**src/rtl/mbox_pkg.sv**
```systemverilog
package mbox_pkg;
  localparam int unsigned MB_CH  = 4;
  localparam int unsigned MB_DW  = 32;
  localparam int unsigned MB_AW  = 4;
  localparam int unsigned MB_FLW = 3;
endpackage

```
**src/rtl/mbox_dir.sv**
```systemverilog
// One direction of transfer: per-channel word storage and full flags.
module mbox_dir #(
  parameter int unsigned CH = mbox_pkg::MB_CH,
  parameter int unsigned DW = mbox_pkg::MB_DW,
  localparam int unsigned IW = $clog2(CH)
) (
  input  logic          clk,
  input  logic          rst,
  input  logic          wr_en,
  input  logic [IW-1:0] wr_idx,
  input  logic [DW-1:0] wr_data,
  input  logic          rd_en,
  input  logic [IW-1:0] rd_idx,
  output logic [DW-1:0] rd_word,
  output logic [CH-1:0] full
);
  logic [DW-1:0] mem [CH];
  logic          accept;

  assign accept  = wr_en && !full[wr_idx];
  assign rd_word = mem[rd_idx];

  // storage without reset so it maps onto memory
  always_ff @(posedge clk) begin
    if (accept) mem[wr_idx] <= wr_data;
  end

  always_ff @(posedge clk) begin
    if (rst) begin
      full <= '0;
    end else begin
      if (accept) full[wr_idx] <= 1'b1;
      if (rd_en && full[rd_idx]) full[rd_idx] <= 1'b0;
    end
  end
endmodule

```
**src/rtl/mbox_side.sv**
```systemverilog
// Register port of one side: decode, control word, doorbells, read mux, irq.
module mbox_side #(
  parameter int unsigned CH  = mbox_pkg::MB_CH,
  parameter int unsigned DW  = mbox_pkg::MB_DW,
  parameter int unsigned AW  = mbox_pkg::MB_AW,
  parameter int unsigned FLW = mbox_pkg::MB_FLW,
  localparam int unsigned IW = $clog2(CH)
) (
  input  logic           clk,
  input  logic           rst,
  input  logic           sel,
  input  logic           wr,
  input  logic           rd,
  input  logic [AW-1:0]  addr,
  input  logic [DW-1:0]  wdata,
  output logic [DW-1:0]  rdata,
  output logic           irq,
  input  logic [CH-1:0]  tx_full,
  input  logic [CH-1:0]  rx_full,
  input  logic [DW-1:0]  rx_word,
  input  logic [CH-1:0]  peer_ring,
  input  logic [FLW-1:0] peer_flags,
  output logic           tx_wr_en,
  output logic [IW-1:0]  idx,
  output logic           rx_rd_en,
  output logic [CH-1:0]  ring_out,
  output logic [FLW-1:0] flags_out
);
  localparam int unsigned PD_TOP = DW - 1;
  localparam int unsigned FL_TOP = PD_TOP - CH;
  localparam int unsigned EM_TOP = FL_TOP - CH;
  localparam int unsigned RQ_TOP = EM_TOP - CH;
  localparam logic [AW-1:0] A_IN = AW'(CH);
  localparam logic [AW-1:0] A_ST = AW'(2 * CH);
  localparam logic [AW-1:0] A_CT = AW'(2 * CH + 1);

  logic [CH-1:0]  en_pend, en_full, en_empty, pend;
  logic           spare;
  logic [FLW-1:0] flags_q;
  logic           do_wr, do_rd, ct_wr, st_wr;
  logic [DW-1:0]  st_word, ct_word;

  assign do_wr    = sel && wr;
  assign do_rd    = sel && rd;
  assign ct_wr    = do_wr && (addr == A_CT);
  assign st_wr    = do_wr && (addr == A_ST);
  assign idx      = addr[IW-1:0];
  assign tx_wr_en = do_wr && (addr < A_IN);
  assign rx_rd_en = do_rd && (addr >= A_IN) && (addr < A_ST);
  assign flags_out = flags_q;

  genvar g;
  generate
    for (g = 0; g < CH; g++) begin : g_ch
      assign ring_out[g] = ct_wr && wdata[RQ_TOP-g];

      always_ff @(posedge clk) begin
        if (rst) begin
          en_pend[g]  <= 1'b0;
          en_full[g]  <= 1'b0;
          en_empty[g] <= 1'b0;
          pend[g]     <= 1'b0;
        end else begin
          if (ct_wr) begin
            en_pend[g]  <= wdata[PD_TOP-g];
            en_full[g]  <= wdata[FL_TOP-g];
            en_empty[g] <= wdata[EM_TOP-g];
          end
          if (peer_ring[g])                    pend[g] <= 1'b1;
          else if (st_wr && wdata[PD_TOP-g])   pend[g] <= 1'b0;
        end
      end
    end
  endgenerate

  always_ff @(posedge clk) begin
    if (rst) begin
      spare   <= 1'b0;
      flags_q <= '0;
    end else if (ct_wr) begin
      spare   <= wdata[FLW];
      flags_q <= wdata[FLW-1:0];
    end
  end

  always_comb begin
    st_word = '0;
    ct_word = '0;
    for (int n = 0; n < CH; n++) begin
      st_word[PD_TOP-n] = pend[n];
      st_word[FL_TOP-n] = rx_full[n];
      st_word[EM_TOP-n] = ~tx_full[n];
      ct_word[PD_TOP-n] = en_pend[n];
      ct_word[FL_TOP-n] = en_full[n];
      ct_word[EM_TOP-n] = en_empty[n];
    end
    st_word[FLW-1:0] = peer_flags;
    ct_word[FLW]     = spare;
    ct_word[FLW-1:0] = flags_q;
  end

  always_ff @(posedge clk) begin
    if (rst) begin
      rdata <= '0;
      irq   <= 1'b0;
    end else begin
      if (do_rd) begin
        if (rx_rd_en)          rdata <= rx_word;
        else if (addr == A_ST) rdata <= st_word;
        else if (addr == A_CT) rdata <= ct_word;
        else                   rdata <= '0;
      end
      irq <= |(rx_full & en_full) | |(~tx_full & en_empty) | |(pend & en_pend);
    end
  end
endmodule

```
**src/rtl/mbox_unit.sv**
```systemverilog
module mbox_unit #(
  parameter int unsigned CH  = mbox_pkg::MB_CH,
  parameter int unsigned DW  = mbox_pkg::MB_DW,
  parameter int unsigned AW  = mbox_pkg::MB_AW,
  parameter int unsigned FLW = mbox_pkg::MB_FLW
) (
  input  logic          clk,
  input  logic          rst,
  input  logic          a_sel,
  input  logic          a_wr,
  input  logic          a_rd,
  input  logic [AW-1:0] a_addr,
  input  logic [DW-1:0] a_wdata,
  output logic [DW-1:0] a_rdata,
  output logic          a_irq,
  input  logic          b_sel,
  input  logic          b_wr,
  input  logic          b_rd,
  input  logic [AW-1:0] b_addr,
  input  logic [DW-1:0] b_wdata,
  output logic [DW-1:0] b_rdata,
  output logic          b_irq
);
  localparam int unsigned IW = $clog2(CH);

  logic [CH-1:0]  ab_full, ba_full, a_ring, b_ring;
  logic [DW-1:0]  ab_word, ba_word;
  logic [IW-1:0]  a_idx, b_idx;
  logic           a_txw, a_rxr, b_txw, b_rxr;
  logic [FLW-1:0] a_flags, b_flags;

  mbox_dir #(.CH(CH), .DW(DW)) u_ab (
    .clk(clk), .rst(rst), .wr_en(a_txw), .wr_idx(a_idx), .wr_data(a_wdata),
    .rd_en(b_rxr), .rd_idx(b_idx), .rd_word(ab_word), .full(ab_full));

  mbox_dir #(.CH(CH), .DW(DW)) u_ba (
    .clk(clk), .rst(rst), .wr_en(b_txw), .wr_idx(b_idx), .wr_data(b_wdata),
    .rd_en(a_rxr), .rd_idx(a_idx), .rd_word(ba_word), .full(ba_full));

  mbox_side #(.CH(CH), .DW(DW), .AW(AW), .FLW(FLW)) u_sa (
    .clk(clk), .rst(rst), .sel(a_sel), .wr(a_wr), .rd(a_rd), .addr(a_addr),
    .wdata(a_wdata), .rdata(a_rdata), .irq(a_irq), .tx_full(ab_full),
    .rx_full(ba_full), .rx_word(ba_word), .peer_ring(b_ring),
    .peer_flags(b_flags), .tx_wr_en(a_txw), .idx(a_idx), .rx_rd_en(a_rxr),
    .ring_out(a_ring), .flags_out(a_flags));

  mbox_side #(.CH(CH), .DW(DW), .AW(AW), .FLW(FLW)) u_sb (
    .clk(clk), .rst(rst), .sel(b_sel), .wr(b_wr), .rd(b_rd), .addr(b_addr),
    .wdata(b_wdata), .rdata(b_rdata), .irq(b_irq), .tx_full(ba_full),
    .rx_full(ab_full), .rx_word(ab_word), .peer_ring(a_ring),
    .peer_flags(a_flags), .tx_wr_en(b_txw), .idx(b_idx), .rx_rd_en(b_rxr),
    .ring_out(b_ring), .flags_out(b_flags));
endmodule

```
**config.mk**
```make
export PLATFORM = sky130hd
export DESIGN_NAME = mbox_unit
export DESIGN_NICKNAME = d
export VERILOG_FILES = /design/src/rtl/mbox_pkg.sv /design/src/rtl/mbox_dir.sv /design/src/rtl/mbox_side.sv /design/src/rtl/mbox_unit.sv
export SDC_FILE = /design/constraint.sdc
export NUM_CORES = 1
export LEC_CHECK = 0
export CORE_MARGIN = 3
export CORE_UTILIZATION = 33
export DETAILED_ROUTE_END_ITERATION = 6
export SLEW_MARGIN = 10
export SYNTH_ARGS = -nofsm -noshare
export SYNTH_HDL_FRONTEND = slang
export SYNTH_HIERARCHICAL = 1
export SYNTH_SLANG_ARGS = --single-unit
```
**constraint.sdc**
```tcl
create_clock -name clk -period 7.7 [get_ports clk]
set_clock_uncertainty 0.1 [all_clocks]
set_input_delay 0.77 -clock clk [delete_from_list [all_inputs] [get_ports clk]]
set_output_delay 0.77 -clock clk [all_outputs]
set_load 0.02 [all_outputs]
```
## Yosys cells after proc, flatten, opt, wreduce, memory -nomap -nowiden

Memories as Yosys holds them, arrays and structs flattened.
Index checks and enable logic that the tools add are counted.

- Flip-flop bits (word level): 114
- RAM bits: 256
- Output and inout port bits: 66
- Word-level logic and storage cells: 180
- Memories kept: 2

Memory list:

| memory | words | width | rd ports | clocked after Yosys merged registers in | write ports | line | RTL |
|---|---|---|---|---|---|---|---|
| u_ab.mem | 4 | 32 | 1 | 0 | 1 | mbox_dir.sv:17 | `logic [DW-1:0] mem [CH];` |
| u_ba.mem | 4 | 32 | 1 | 0 | 1 | mbox_dir.sv:17 |  |

- $lt $le $gt $ge: 10
- Equality and inequality tests: 4
- Muxes and demuxes: 44
- Bitwise operators: 26
- Reduce and logical (&&, ||, !) cells: 52

Operators by type and width:

| cell | number |
|---|---|
| $mux W32 | 6 |
| $logic_and A1 B1 Y1 | 36 |
| $and A4 B4 Y4 | 8 |
| $mux W1 | 26 |
| $mux W4 | 6 |
| $reduce_or A4 Y1 | 6 |
| $eq A4 B4 Y1 const B | 4 |
| $not A4 Y4 | 4 |
| $reduce_bool A2 Y1 | 8 |
| $bmux W1 S2 | 4 |
| $ge A4 B3 Y1 const B | 2 |
| $lt A4 B3 Y1 const B | 2 |
| $lt A4 B4 Y1 const B | 2 |
| $not A1 Y1 | 8 |
| $or A4 B4 Y4 | 2 |
| $lt A2 B3 Y1 const B | 2 |
| $demux W1 S2 | 2 |
| $ge A2 B1 Y1 const B | 2 |
| $or A1 B1 Y1 | 4 |
| $logic_not A1 Y1 | 2 |

## Logic depth before layout (Yosys ltp)

Gate-level depths: netlist of run 1.

- Word-level depth: 9
- Gate-level depth with buffers: 6

## Modules after synthesis

The synthesis of run 1 kept the hierarchy.

By module, submodules not included:

| module | instances | cells each | area each (µm²) | seq. area each (µm²) |
|---|---|---|---|---|
| mbox_dir | 2 | 189 | 4875.9 | 3923.8 |
| mbox_side at u_sb | 1 | 265 | 2348.5 | 1061.0 |
| mbox_side at u_sa | 1 | 265 | 2321.0 | 1061.0 |

## Least setup slack after synthesis of run 1

OpenSTA, ideal clock, no wires.

- Path type: input to register
- Start point: input port a_sel
- End point: memory u_ab/mem[0][0] (netlist name) (enable)
- Arrival: 4.836 ns
- Required time: 7.083 ns
- Slack: 2.247 ns
- Stages: 4
- Path buffers: 1
- Cells stage by stage: nand2_1 clkbuf_1 nor3_1 nor4b_1

- Word-level cells in the longest chain between the ends: 5

Ends and longest elaborated chain:

| item | line | RTL |
|---|---|---|
| start, declared | mbox_unit.sv:9 | `input logic a_sel,` |
| $logic_and A1 B1 Y1 | mbox_side.sv:43 | `assign do_wr = sel && wr;` |
| $logic_and A1 B1 Y1 | mbox_side.sv:48 | `assign tx_wr_en = do_wr && (addr < A_IN);` |
| named net a_txw | mbox_unit.sv:29 | `logic a_txw, a_rxr, b_txw, b_rxr;` |
| $logic_and A1 B1 Y1 | mbox_dir.sv:20 | `assign accept = wr_en && !full[wr_idx];` |
| $mux W1 | mbox_dir.sv:25 | `if (accept) mem[wr_idx] <= wr_data;` |
| $mux W1 (implied by the code) | mbox_dir.sv:25 |  |
| end, declared | mbox_dir.sv:17 |  |

The timed path passes the listed nets, and every way through them passes these cells.

## Final worst setup path of run 1

- Start point: input port a_sel
- End point: memory u_ab/mem[0][5] (netlist name) (enable)

Same word-level chain as after synthesis.

==> impl_metrics.toml, run 1 <==
[outcome]
status = "completed"

[logic_synthesis]
yosysMostFrequentCell = "sky130_fd_sc_hd__edfxtp_1"
synth_enable_flop_cells = 256
post_synth_num_cell_types = 45
synth_top_flop_cell = "sky130_fd_sc_hd__edfxtp_1"
synth_seq_area_share_pct = 69.1
async_reset_ff_share_pct = 0
synthesis.area_per_instance_um2 = 15.9
post_syn_instances = 908
synth.net_count = 988
yosys_warnings = 6
synth_common_cells = "sky130_fd_sc_hd__edfxtp_1 (256), sky130_fd_sc_hd__dfxtp_1 (114), sky130_fd_sc_hd__a21oi_1 (71)"
syn_area_um2 = 14400
synth_area_leader_cell = "sky130_fd_sc_hd__edfxtp_1"
most_area_consuming_cells_after_synthesis = "sky130_fd_sc_hd__edfxtp_1 (53%), sky130_fd_sc_hd__dfxtp_1 (16%), sky130_fd_sc_hd__mux4_2 (8.7%)"
yosys.area.top_type_share_pct = 53.3
synth_seq_cells = 370

[worst_setup_path]
cp_slowest_stage_delay_ns = 0.64
critical_path.n_buffers_inverters = 2
crit_path_class = "input port to flop"
family_with_the_most_delay_on_the_worst_path = "simple AND/OR/NAND/NOR gates"
critical_path.startpoint_type = "input port"
worst_path_max_delay_cell = "sky130_fd_sc_hd__nor3_1"
critPathArrivalTime_ns = 3.19
critical_path.max_fanout = 33
cp_data_required_time_ns = 7.74
critical_path.cell_chain = "clkdlybuf4s50_1 > nand2_1 > nor3_1 > nor4b_2 > buf_4"
worst_setup_path_end_kind = "flop"

[global_route]
vias_in_the_first_global_route = 8665
wire_length_of_the_first_global_routing_pass_mm = 56.5
total_congestion_overflow = 0
grt_start_max_net_pins = 58
grtUsageMet1_pct = 22.9
global_route.usage.total_pct = 16.0
global_route.usage.met3_pct = 3.31
met2_usage_pct = 25.0
grt_antenna_before_repair = 4
top_usage_layer = "met2"

[clocking]
tritoncts = "done"
clkTransAtPathRegs_ns = 0.06
cts_buffers = 38
clock_tree.htree_level_count = 2
postCtsResizedCells = 0
cts-root-buf = "sky130_fd_sc_hd__clkbuf_16"
post-cts-setup-buffer-count = 0
cts_num_sinks = 370
clock_latency_ns = 0.54
cts_hold_repair.buffers = 0
cts_max_path_buffers = 3

[sta]
fin_crit_sh_pct = 40.9
worst_pin_slew_ns = 1.01
slew_viol_final = 0
fin_ws_ns = 4.55
max_freq_ghz = 0.317
setup_tns_ns = 0
setup-violations-final = 0
final.hold.worst_slack_ns = 0.382
slew_headroom_pct = 32.5
hold_vio_cnt_final = 0
min_period_ns = 3.15
unrepaired_setup_endpoints_after_global_routing = "false"

[power_and_ir_drop]
vdd_ir_drop_max_v = 0.000132
pwr-share-comb_pct = 5.5
seq_power_share_pct = 51.5
clockPowerShare_pct = 43.0
cell_internal_pwr_mw = 3.30
power.static_leakage_nw = 5.53
total_switching_power_mw = 0.886
power_switching_share_pct = 21.2
power.density_nw_per_um2 = 239
power.total_mw = 4.18

[placement]
placement.setup.worst_slack_ns = 4.09
place.gp.congestion = 0.796
place_hpwl_mm = 23.9
numPortBuffers = 145
placed_cell_area_um2 = 16300

[drt]
post_drt_wl_per_cell_um = 22.9
drtPass1Iterations = 6
drcViolationCount = 0
via_per_inst = 5.36
drt_iter0_markers = 871
routed_wirelength_mm = 37.7
num_vias = 8790
final_antenna_net_count = 0

[finish]
areaGrowthSynthToFinish_pct = 21.5
postLayoutCellArea_um2 = 17500
design.final.nets = 1113
layout-drive-gt1-share_pct = 14.1

[floorplan]
initial_utilization_pct = 33.9
fp.dieH_um = 215
io_pins = 146
dieArea_um2 = 46200
die_width_um = 215
core-area_um2 = 42500
num_rows = 75

[run]
max_cap_viol_count = 0

[hold_path]
min-delay-path-class = "flop to flop"
-- cells by family after synthesis --
| kind of cell | Yosys count | synth area share (%) |
|---|---|---|
| DFF | 370 | 69.1 |
| AOI/OAI and AO/OA | 239 | 11.3 |
| and+or+nand+nor | 134 | 5.28 |
| buffers and inverters | 101 | 4.13 |
| muxes | 64 | 10.2 |
-- metrics by stage --
| step | std cells | utilization, % |
|---|---|---|
| after detailed placement | 1570 | 38.3 |
| after floorplan | 908 | - |
| after CTS | 1640 | 41.2 |
| after global placement | 1570 | 38.3 |
| after global routing | 1640 | 41.2 |
| final | 1641 | 41.2 |
-- path summary, 6_finish.rpt --
path,start,slack [ns],cells after the start,to
setup reg to reg,u_ab/full[0],5.94,2,u_ab/mem[0][5]
hold / removal,u_sa/pend[2],0.38,2,u_sa/rdata[29]
setup / recovery,a_sel,4.55,5,u_ab/mem[0][5]
hold reg to reg,u_sa/pend[2],0.38,2,u_sa/rdata[29]
-- power groups by stage --
stage	Clock (mW)	Sequential, mW	Combinational, mW
after floorplan	0	2.20	0.116
after global placement	0	2.20	0.229
after detailed placement	0	2.20	0.231
after CTS	1.84	2.16	0.232
after global routing	1.92	2.16	0.247
final	1.80	2.16	0.230
-- metal layers --
layer | share of wire [%] | up-vias | wire length [um]
li1 | - | 3905 | -
met5 | 0.16 | - | 61
met1 | 43 | 4479 | 16300
met2 | 47 | 336 | 17800
met4 | 2.0 | 8 | 739
met3 | 7.5 | 62 | 2820
-- layout make-up --
| class | instances | area, um^2 |
|---|---|---|
| sequential | 370 | 9970 |
| inverter | 25 | 93.8 |
| fill | 3816 | 25000 |
| tap | 577 | 722 |
| multi-input combinational | 437 | 3940 |
| clock buffer | 59 | 1130 |
| antenna | 1 | 2.50 |
| clock inverter | 11 | 111 |
| timing repair buffer | 161 | 1550 |
-- placed cells by master, fill, tap and decap left out, types with 3 or more instances in the layout --
master                            synthesis  final
sky130_fd_sc_hd__a21oi_1                 71     71
sky130_fd_sc_hd__a221oi_1                27     27
sky130_fd_sc_hd__a22o_1                   5      5
sky130_fd_sc_hd__a22oi_1                 36     36
sky130_fd_sc_hd__a2bb2oi_1                3      3
sky130_fd_sc_hd__a31oi_1                 12     12
sky130_fd_sc_hd__and2_1                   4      4
sky130_fd_sc_hd__and3_1                   8      8
sky130_fd_sc_hd__buf_2                   21      5
sky130_fd_sc_hd__buf_4                   15     16
sky130_fd_sc_hd__clkbuf_1                27     13
sky130_fd_sc_hd__clkbuf_16                0     40
sky130_fd_sc_hd__clkbuf_8                 0      6
sky130_fd_sc_hd__clkdlybuf4s50_1          0    140
sky130_fd_sc_hd__clkinv_2                 0      4
sky130_fd_sc_hd__dfxtp_1                114    114
sky130_fd_sc_hd__edfxtp_1               256    256
sky130_fd_sc_hd__inv_1                   23     23
sky130_fd_sc_hd__mux4_1                   8      8
sky130_fd_sc_hd__mux4_2                  56     56
sky130_fd_sc_hd__nand2_1                 28     27
sky130_fd_sc_hd__nand3_1                 32     32
sky130_fd_sc_hd__nand4bb_1                6      6
sky130_fd_sc_hd__nor2_1                  34     34
sky130_fd_sc_hd__nor2b_1                  3      3
sky130_fd_sc_hd__nor4bb_4                 0      4
sky130_fd_sc_hd__o211a_1                  4      4
sky130_fd_sc_hd__o21a_1                   8      8
sky130_fd_sc_hd__o21ai_0                 34     34
sky130_fd_sc_hd__o221ai_1                30     30
-- registers in the layout, indices dropped and copies added, names as in the netlist --
name            count
u_sb/pend           4
u_sa/spare          1
u_sb/irq            1
u_sa/irq            1
u_sa/rdata         32
u_sb/flags_out      3
u_sb/spare          1
u_sb/ct_word       12
u_ba/mem          128
u_sa/flags_out      3
u_ab/mem          128
u_ba/full           4
u_sa/pend           4
u_sb/rdata         32
u_sa/ct_word       12
u_ab/full           4
-- worst min-delay path, cell delays in order (launching register included) --
cell,delay [ns]
sky130_fd_sc_hd__dfxtp_1,0.33
sky130_fd_sc_hd__nand2_1,0.06
sky130_fd_sc_hd__a21oi_1,0.05
No activity file was read; power rests on OpenSTA's default activity.
==> inputs of run 2 (changes only) <==
==> constraint.sdc (replaced) <==
create_clock -name clk -period 3.2 [get_ports clk]
set_clock_uncertainty 0.1 [all_clocks]
set_input_delay 0.32 -clock clk [delete_from_list [all_inputs] [get_ports clk]]
set_output_delay 0.32 -clock clk [all_outputs]
set_load 0.02 [all_outputs]
==> impl_metrics.toml, run 2 (synthesis gave the netlist of run 1 again) <==
[worst_setup_path]
critical_path.cell_chain = "clkdlybuf4s50_1"
critical_path.max_fanout = 3
cp_slowest_stage_delay_ns = 0.66
family_with_the_most_delay_on_the_worst_path = "buffers and inverters"
crit_path_class = "flop to output pin"
critical_path.n_buffers_inverters = 1
cp_data_required_time_ns = 2.78
critPathArrivalTime_ns = 1.63
worst_path_max_delay_cell = "sky130_fd_sc_hd__clkdlybuf4s50_1"
worst_setup_path_end_kind = "output pin"
critical_path.startpoint_type = "flop"

[drt]
post_drt_wl_per_cell_um = 23.2
num_vias = 8858
final_antenna_net_count = 0
via_per_inst = 5.35
routed_wirelength_mm = 38.4
drtPass1Iterations = 6
drt_iter0_markers = 785
drcViolationCount = 0

[finish]
fillers = 3833
most_used_cells_in_the_layout_excluding_fill_and_tap_cells = "sky130_fd_sc_hd__edfxtp_1 (256), sky130_fd_sc_hd__clkdlybuf4s50_1 (140), sky130_fd_sc_hd__dfxtp_1 (114)"
layout_commonest_cell = "sky130_fd_sc_hd__edfxtp_1"
layout-drive-gt1-share_pct = 14.8
regs_by_ff_count = "u_ab/mem x128, u_ba/mem x128"
design.final.nets = 1129
areaGrowthSynthToFinish_pct = 23.1
post_layout_nonfiller_instances = 1657
multiInputGateArea_um2 = 3970
area.sequential_um2 = 9970

[clocking]
cts-root-buf = "sky130_fd_sc_hd__clkbuf_16"
clock_latency_ns = 0.53
cts_num_sinks = 370
tritoncts = "done"
clkTransAtPathRegs_ns = 0.06
cts_hold_repair.buffers = 0
clock_tree.htree_level_count = 2
postCtsResizedCells = 0
post-cts-setup-buffer-count = 0
cts_max_path_buffers = 3
cts_buffers = 38

[placement]
place.gp.congestion = 0.811
place.detailed.instances = 1586
place_hpwl_mm = 24.7
numPortBuffers = 145

[power_and_ir_drop]
total_switching_power_mw = 2.13
vdd_ir_drop_max_v = 0.000368
seq_power_share_pct = 51.5
power.density_nw_per_um2 = 567
power_switching_share_pct = 21.2
clockPowerShare_pct = 42.8
cell_internal_pwr_mw = 7.94
power.static_leakage_nw = 5.63
pwr-share-comb_pct = 5.6
power.total_mw = 10.1

[floorplan]
num_rows = 75
initial_utilization_pct = 33.9
die_width_um = 215
core-area_um2 = 42500
fp.dieH_um = 215
io_pins = 146
dieArea_um2 = 46200

[sta]
slew_viol_final = 0
unrepaired_setup_endpoints_after_global_routing = "false"
min_period_ns = 2.05
final.hold.worst_slack_ns = 0.217
slew_headroom_pct = 32.5
worst_pin_slew_ns = 1.01
hold_vio_cnt_final = 0
max_freq_ghz = 0.487
setup-violations-final = 0
fin_crit_sh_pct = 64.1

[run]
max_cap_viol_count = 0

[global_route]
grt_antenna_before_repair = 5
grt_start_max_net_pins = 46
wire_length_of_the_first_global_routing_pass_mm = 57.0
global_route.usage.total_pct = 16.0
vias_in_the_first_global_route = 8796
total_congestion_overflow = 0

[hold_path]
min-delay-path-class = "input port to flop"

[outcome]
status = "completed"
run 2: cell count changes in the layout (fill, tap and decap cells not counted), moves of 3 or more:
cell / change
sky130_fd_sc_hd__buf_12: +10
sky130_fd_sc_hd__buf_4: +6
sky130_fd_sc_hd__clkinv_1: +4
sky130_fd_sc_hd__clkbuf_8: -3
run 2: layout make-up:
cell class / count / share of cell area [%]
Sequential cell: 370 / 56.1
Multi-Input combinational cell: 437 / 22.4
Timing Repair Buffer: 177 / 10.1
Clock buffer: 55 / 5.88
Tap cell: 577 / 4.07
Clock inverter: 15 / 0.916
Inverter: 25 / 0.529
Antenna cell: 1 / 0.0141
run 2: metrics by stage:
step	setup slack, ns	area [um^2]	utilization [%]	setup TNS (ns)
after floorplan	-0.261	14500	-	-13.50
after global placement	0.620	16500	38.9	0
after detailed placement	0.636	16500	38.9	0
after CTS	1.12	17800	41.8	0
after global routing	1.02	17800	41.8	0
final	1.15	17800	41.8	0
run 2: layer usage:
metal | vias up | global-route usage, % | share of wire [%]
li1 | 3948 | - | -
met1 | 4520 | 22.4 | 44
met2 | 324 | 25.2 | 47
met3 | 60 | 3.70 | 7.2
met4 | 6 | 4.63 | 2.3
met5 | - | 0 | 0.078
run 2: final timing paths:
| check | from | slack [ns] | endpoint | depth (start not counted) |
|---|---|---|---|---|
| worst max-delay path | u_sb/rdata[1] | 1.15 | b_rdata[1] | 1 |
| worst min-delay path | rst | 0.22 | u_sa/rdata[9] | 2 |
| worst max register to register | u_ab/full[0] | 1.65 | u_ab/mem[0][21] | 2 |
| worst min register to register | u_sa/pend[3] | 0.38 | u_sa/rdata[28] | 2 |
run 2: power by group through the flow:
| stage | logic, mW | registers (mW) | clock network [mW] |
|---|---|---|---|
| 5_1_grt | 0.609 | 5.19 | 4.59 |
| 2_1_floorplan | 0.283 | 5.30 | 0 |
| 3_3_place_gp | 0.566 | 5.29 | 0 |
| 3_5_place_dp | 0.572 | 5.29 | 0 |
| 4_1_cts | 0.575 | 5.19 | 4.42 |
| 6_report | 0.569 | 5.19 | 4.31 |
